## src/rtl/pciirq_pkg.sv

```systemverilog
package pciirq_pkg;
  localparam int NUM_PORTS      = 3;
  localparam int BYTE_W         = 8;
  localparam int WORD_W         = NUM_PORTS * BYTE_W;
  localparam int NUM_SLOTS      = 4;
  localparam int PINS_PER_SLOT  = 4;
  localparam int NUM_SLOT_LINES = NUM_SLOTS * PINS_PER_SLOT;
  localparam int NUM_ONBOARD    = 3;
  localparam int NUM_SRC        = NUM_SLOT_LINES + NUM_ONBOARD;
  // Word position of the first on-board source (bridge, then IDE, then USB).
  localparam int POS_ONBOARD    = NUM_SLOTS;
  // Word position of pin B of slot 0; pins B, C, D follow in slot order.
  localparam int POS_PIN_B      = NUM_SLOTS + NUM_ONBOARD;
  localparam logic [WORD_W-1:0] LIVE_BITS = WORD_W'((64'd1 << NUM_SRC) - 64'd1);

  typedef struct packed {
    logic [NUM_PORTS-1:0] wrSel;
    logic [NUM_PORTS-1:0] rdSel;
  } ioStrobe_t;

  // Source index: pin * NUM_SLOTS + slot for slot pins, then bridge, IDE, USB.
  function automatic int wordPos(input int src);
    int pin;
    int slot;
    if (src < NUM_SLOT_LINES) begin
      pin  = src / NUM_SLOTS;
      slot = src % NUM_SLOTS;
      if (pin == 0) return slot;
      return POS_PIN_B + (pin - 1) * NUM_SLOTS + slot;
    end
    return POS_ONBOARD + (src - NUM_SLOT_LINES);
  endfunction
endpackage

```

## src/rtl/pciirq_sync.sv

```systemverilog
module pciirq_sync #(
  parameter int W      = 8,
  parameter int STAGES = 2
) (
  input  logic         clk,
  input  logic         rstN,
  input  logic [W-1:0] asyncIn,
  output logic [W-1:0] syncOut
);
  logic [STAGES-1:0][W-1:0] stageQ;

  always_ff @(posedge clk or negedge rstN) begin
    if (!rstN) stageQ <= '0;
    else begin
      stageQ[0] <= asyncIn;
      for (int s = 1; s < STAGES; s++) stageQ[s] <= stageQ[s-1];
    end
  end

  assign syncOut = stageQ[STAGES-1];

  generate
    if (STAGES == 2) begin : g_chk
      logic [1:0] warmQ;
      always_ff @(posedge clk or negedge rstN) begin
        if (!rstN) warmQ <= 2'd0;
        else if (warmQ != 2'd2) warmQ <= warmQ + 2'd1;
      end
      // output equals the input sampled two edges earlier
      assert_sync_depth_R9: assert property (@(posedge clk) disable iff (!rstN)
        (warmQ == 2'd2) |-> (syncOut == $past(asyncIn, 2)));
    end
  endgenerate
endmodule

```

## src/rtl/pciirq_ctrl.sv

```systemverilog
module pciirq_ctrl
  import pciirq_pkg::*;
#(
  parameter int          ADDR_W    = 16,
  parameter logic [ADDR_W-1:0] BASE_ADDR = 16'h0804
) (
  input  logic [ADDR_W-1:0] ioAddr,
  input  logic              ioRd,
  input  logic              ioWr,
  output ioStrobe_t         strobe
);
  logic [NUM_PORTS-1:0] addrHit;

  generate
    for (genvar p = 0; p < NUM_PORTS; p++) begin : g_dec
      localparam logic [ADDR_W-1:0] PORT_ADDR = BASE_ADDR + ADDR_W'(p);
      assign addrHit[p]      = (ioAddr == PORT_ADDR);
      assign strobe.wrSel[p] = ioWr & addrHit[p];
      assign strobe.rdSel[p] = ioRd & addrHit[p];
    end
  endgenerate
endmodule

```

## src/rtl/pciirq_dpath.sv

```systemverilog
module pciirq_dpath
  import pciirq_pkg::*;
(
  input  logic               clk,
  input  logic               rstN,
  input  ioStrobe_t          strobe,
  input  logic [BYTE_W-1:0]  wrData,
  input  logic [NUM_SRC-1:0] srcSync,
  output logic [BYTE_W-1:0]  rdData,
  output logic               cpuIrq
);
  logic [WORD_W-1:0] rawWord;
  logic [WORD_W-1:0] maskWord;
  logic [NUM_PORTS-1:0][BYTE_W-1:0] maskByte;

  // Scatter sources into the software-visible word
  generate
    for (genvar src = 0; src < NUM_SRC; src++) begin : g_place
      assign rawWord[wordPos(src)] = srcSync[src];
    end
    for (genvar b = NUM_SRC; b < WORD_W; b++) begin : g_rsvd
      assign rawWord[b] = 1'b0;
    end
  endgenerate

  // Mask bytes; positions without a source stay at 1
  generate
    for (genvar p = 0; p < NUM_PORTS; p++) begin : g_mask
      localparam logic [BYTE_W-1:0] LIVE_BYTE = LIVE_BITS[p*BYTE_W +: BYTE_W];
      always_ff @(posedge clk or negedge rstN) begin
        if (!rstN) maskByte[p] <= '1;
        else if (strobe.wrSel[p]) maskByte[p] <= wrData | ~LIVE_BYTE;
      end
      assign maskWord[p*BYTE_W +: BYTE_W] = maskByte[p];

      // a write lands in its own byte on the next edge
      assert_mask_write_R3: assert property (@(posedge clk) disable iff (!rstN)
        strobe.wrSel[p] |=> (maskByte[p][NUM_SRC > (p+1)*BYTE_W ? BYTE_W-1 : (NUM_SRC-1-p*BYTE_W)]
                             == $past(wrData[NUM_SRC > (p+1)*BYTE_W ? BYTE_W-1 : (NUM_SRC-1-p*BYTE_W)])));
    end
  endgenerate

  // Readback of the raw state of the selected byte
  always_comb begin
    rdData = '0;
    for (int p = 0; p < NUM_PORTS; p++)
      if (strobe.rdSel[p]) rdData = rdData | rawWord[p*BYTE_W +: BYTE_W];
  end

  // Registered OR reduction of the enabled, active sources
  always_ff @(posedge clk or negedge rstN) begin
    if (!rstN) cpuIrq <= 1'b0;
    else       cpuIrq <= |(rawWord & ~maskWord & LIVE_BITS);
  end

  // at most one register selected per access type
  assert_wr_onehot_R2: assert property (@(posedge clk) disable iff (!rstN)
    $onehot0(strobe.wrSel));
  assert_rd_onehot_R2: assert property (@(posedge clk) disable iff (!rstN)
    $onehot0(strobe.rdSel));
  // no write strobe, no mask change
  assert_mask_hold_R3: assert property (@(posedge clk) disable iff (!rstN)
    !(|strobe.wrSel) |=> $stable(maskWord));
  // output only rises for an enabled active source
  assert_irq_cause_R8: assert property (@(posedge clk) disable iff (!rstN)
    cpuIrq |-> $past(|(rawWord & ~maskWord & LIVE_BITS)));
  // reserved readback positions are zero
  assert_rsvd_zero_R7: assert property (@(posedge clk) disable iff (!rstN)
    strobe.rdSel[NUM_PORTS-1] |-> (rdData[BYTE_W-1:NUM_SRC-(NUM_PORTS-1)*BYTE_W] == '0));
endmodule

```

## src/rtl/pci_irq_aggregator.sv

```systemverilog
module pci_irq_aggregator
  import pciirq_pkg::*;
#(
  parameter int          ADDR_W    = 16,
  parameter logic [ADDR_W-1:0] BASE_ADDR = 16'h0804,
  parameter int          SYNC_STAGES = 2
) (
  input  logic              clk,
  input  logic              rstN,
  input  logic [3:0]        slotIntA,
  input  logic [3:0]        slotIntB,
  input  logic [3:0]        slotIntC,
  input  logic [3:0]        slotIntD,
  input  logic              bridgeIrq,
  input  logic              ideIrq,
  input  logic              usbIrq,
  input  logic [ADDR_W-1:0] ioAddr,
  input  logic              ioRd,
  input  logic              ioWr,
  input  logic [7:0]        ioWrData,
  output logic [7:0]        ioRdData,
  output logic              cpuIrq
);
  logic [NUM_SRC-1:0] srcAsync;
  logic [NUM_SRC-1:0] srcSync;
  ioStrobe_t          strobe;

  assign srcAsync = {usbIrq, ideIrq, bridgeIrq, slotIntD, slotIntC, slotIntB, slotIntA};

  pciirq_sync #(.W(NUM_SRC), .STAGES(SYNC_STAGES)) u_sync (
    .clk(clk), .rstN(rstN), .asyncIn(srcAsync), .syncOut(srcSync)
  );

  pciirq_ctrl #(.ADDR_W(ADDR_W), .BASE_ADDR(BASE_ADDR)) u_ctrl (
    .ioAddr(ioAddr), .ioRd(ioRd), .ioWr(ioWr), .strobe(strobe)
  );

  pciirq_dpath u_dpath (
    .clk(clk), .rstN(rstN), .strobe(strobe), .wrData(ioWrData),
    .srcSync(srcSync), .rdData(ioRdData), .cpuIrq(cpuIrq)
  );
endmodule

```

## config.mk

```make
export PLATFORM = sky130hd
export DESIGN_NAME = pci_irq_aggregator
export DESIGN_NICKNAME = d
export VERILOG_FILES = /design/src/rtl/pciirq_pkg.sv /design/src/rtl/pciirq_sync.sv /design/src/rtl/pciirq_ctrl.sv /design/src/rtl/pciirq_dpath.sv /design/src/rtl/pci_irq_aggregator.sv
export SDC_FILE = /design/constraint.sdc
export NUM_CORES = 1
export LEC_CHECK = 0
export ABC_CLOCK_PERIOD_IN_PS = 1750
export BUFFER_PORTS_ARGS = -buffer_cell sky130_fd_sc_hd__buf_2
export CORE_MARGIN = 8
export CORE_UTILIZATION = 40
export DETAILED_ROUTE_END_ITERATION = 12
export PLACE_DENSITY = 0.61
export SLEW_MARGIN = 20
export SYNTH_ARGS = -nofsm -noshare
export SYNTH_HDL_FRONTEND = slang
export SYNTH_SLANG_ARGS = --single-unit
```

## constraint.sdc

```tcl
create_clock -name clk -period 1.75 [get_ports clk]
set_input_delay 0.2625 -clock clk [delete_from_list [all_inputs] [get_ports clk]]
set_output_delay 0.2625 -clock clk [all_outputs]
set_load 0.1 [all_outputs]
```

==> run summary <==
M3 GR Usage: 0.0564
Routed WL: 4.75 mm
Synth async-reset ratio: 1.00
Drt drc: 0
CTS Buf Count: 9
Outcome: finished, violations left
CP Launch Type: input port
Ant. Diodes: 0
Worst setup EP type: output port
Die area: 8040 um2
Setup ws final: -0.0947 ns
Vias in the first global route: 1553
Commonest non-fill, non-tap cell in the layout: buf_2
First-pass GRT wire length: 7.65 mm
CP Cell Sequence: buf_6 -> nor4b_4 -> and4_4 -> nor2b_2 -> buf_6 -> a22o_4 -> buf_12
R2r setup slk: 0.45 ns
Remaining global-route overflow: 0
Worst vdd rail ir drop: 0.000554 V
Commonest non-fill, non-tap cells in the layout: buf_2 (42), dfrtp_1 (39), dfstp_2 (19)
CP most frequent cell: buf_6
Hold Violations, Final: 0
#FFs+latches synth: 58
Fmax: 542 MHz
DRT iter0 DRCs: 70
Mean Syn Cell Area: 15.7 um2
Routed wire per std cell: 16.3 um
Leak: 1.44 nW
CP Max Fanout: 5
Skew final: 0.00697 ns
Die Ht: 89.7 um
Layout cell share with drive strength beyond 1: 0.630
Rows: 27
Port bufs: 55
Capture point of the worst reg-to-reg path: u_dpath.cpuIrq
Placed cell area: 2840 um2
Yosys warning total: 0
Top Family by Delay on Critical Path: simple AND/OR/NAND/NOR gates
Via count: 1355
RePlAce Congestion: 0.839
Worst-path clk slew: 0.06 ns
Final max-slew violation count: 0
Die W: 89.7 um
Reg area: 1480 um2
Final Util: 0.576
Fin area: 3090 um2
DP HPWL: 3.50 mm
Synth area leader: dfrtp_1
Final std cells w/o fill: 291
Cells on worst reg2reg path: 4
Netlist cell types: 25
Period Utilization, post-route: 1.05
Max_cap viols: 0
Initial Utilization: 0.404
Worst-margin pin slew: 0.488 ns
Largest net degree at the start of global routing: 42
Slew headroom: 0.677
Final Setup Violations: 11
Multi-input gate area: 748 um2
Hold WS: 0.0376 ns
Top cells by area, synth: dfrtp_1 (45%), dfstp_2 (23%), mux2_2 (5.7%)
Grt peak-use layer: met2
Tmin final: 1.84 ns
Grt met2 use: 0.202
Clk root buf: clkbuf_8
First drt pass iteration count: 4
Max clock buf depth: 2
Tot GR Track Use: 0.132
FF-to-FF Start: u_dpath.maskByte[0]
Initial antenna violation count: 0
Req. time, crit path: 1.49 ns
CTS tree: built
Grt met1 use: 0.155
CP arrival: 1.58 ns
Dpl cells: 271
H-tree Lvls: 3
Worst-Skew Late Latency: 0.32 ns
Crit path kind: in2out
Nets@finish: 261
# IOs: 56
Post-synth top area share: 0.449
Main synth FF type: dfrtp_1
CP max-delay cell: nor4b_4
Hold path startpoint: slotIntB[0]
Layout area overhead: 42.3%
CORE AREA: 5370 um2
RSZ-0062 raised after global routing: yes
Cell Area, Synth: 2170 um2
CP Buf/Inv Count: 3
Hold endpoint: u_sync.stageQ[4]
Syn_nets: 185
Power Dens Cells: 848 nW/um2
Post-DRT Antenna Nets: 0
EDFF count, synth: 0
Fillers: 441
Biggest cell delay along the critical path: 0.34 ns
Tightest Hold Check Type: in2reg
Worst Hold Depth: 1
Mapped Cells: 138
Clock Sinks: 58
Total power draw: 0.00262 W
Sequential area share after synthesis: 0.679
Vias/cell: 4.66
Failing checks: negative setup slack
power breakdown:
group          switching (W)  internal, W
registers          0.0000229      0.00139
logic              0.0000798    0.0000723
clock network       0.000473     0.000584
metrics by stage:
stage               setup slack (ns)  setup TNS (ns)
global route                  -0.168           -1.44
finish                       -0.0947          -0.695
detailed placement            -0.144           -2.01
floorplan                    -0.0976          -0.674
CTS                          -0.0985          -0.708
global placement              -0.114           -1.66
logic make-up after synthesis:
family | count (synthesis) | share of synthesized area
AOI/OAI and AO/OA | 15 | 0.0565
buffers and inverters | 17 | 0.0328
DFF | 58 | 0.679
muxes | 22 | 0.126
and+or+nand+nor | 26 | 0.105
per-layer routing:
layer  up-vias  share of wire
met4         0          0.020
met5         -              0
li1        633              -
met2        45           0.47
met1       669           0.42
met3         8          0.088
worst max-delay path by stage:
| stage | from | end | depth (start not counted) |
|---|---|---|---|
| 3_3_place_gp | ioAddr[9] | u_dpath.maskByte[11] | 5 |
| 2_1_floorplan | ioAddr[9] | ioRdData[3] | 4 |
| 4_1_cts | ioAddr[10] | ioRdData[4] | 7 |
| 5_1_grt | ioAddr[8] | ioRdData[4] | 7 |
| 3_5_place_dp | ioAddr[7] | u_dpath.maskByte[14] | 5 |
| 6_report | ioAddr[8] | ioRdData[4] | 7 |
sequential cells by signal, summed over array words and instances (netlist names):
name,count
u_sync.syncOut,19
u_dpath.maskByte,19
u_sync.stageQ,19
u_dpath.cpuIrq,1
timing repair:
action / in CTS / in global routing
endpoints found under the hold margin: 17 / 0
setup endpoints to repair: 8 / 8
cloned: 0 / 0
setup buffers: 2 / 1
pin swaps: 6 / 7
hold buffers: 1 / 0
gates resized for setup: 6 / 4
worst register-to-register path, delay by kind of cell (launching register included):
family	cells	cell delay [ns]
AOI/OAI and AO/OA	1	0.14
DFF	1	0.52
and+or+nand+nor	3	0.51
layout make-up:
| cell class | count | share of cell area |
|---|---|---|
| Tap cell | 72 | 0.0291 |
| Multi-Input combinational cell | 63 | 0.242 |
| Inverter | 15 | 0.0182 |
| Clock inverter | 3 | 0.00486 |
| Sequential cell | 58 | 0.477 |
| Clock buffer | 13 | 0.0514 |
| Timing Repair Buffer | 67 | 0.177 |
synth_stat cells (2+ instances only):
library cell  number
a22o_1             5
nand2b_1           7
nor3_1             4
dfstp_2           19
nand3_1            2
o22ai_1            4
dfrtp_1           39
mux2i_1            3
mux2_2            11
o2111ai_1          2
nor4_4             3
inv_1             15
nand2_1            3
o2bb2ai_1          3
mux2_4             8
Note: power is estimated with default switching activity, not from simulation.
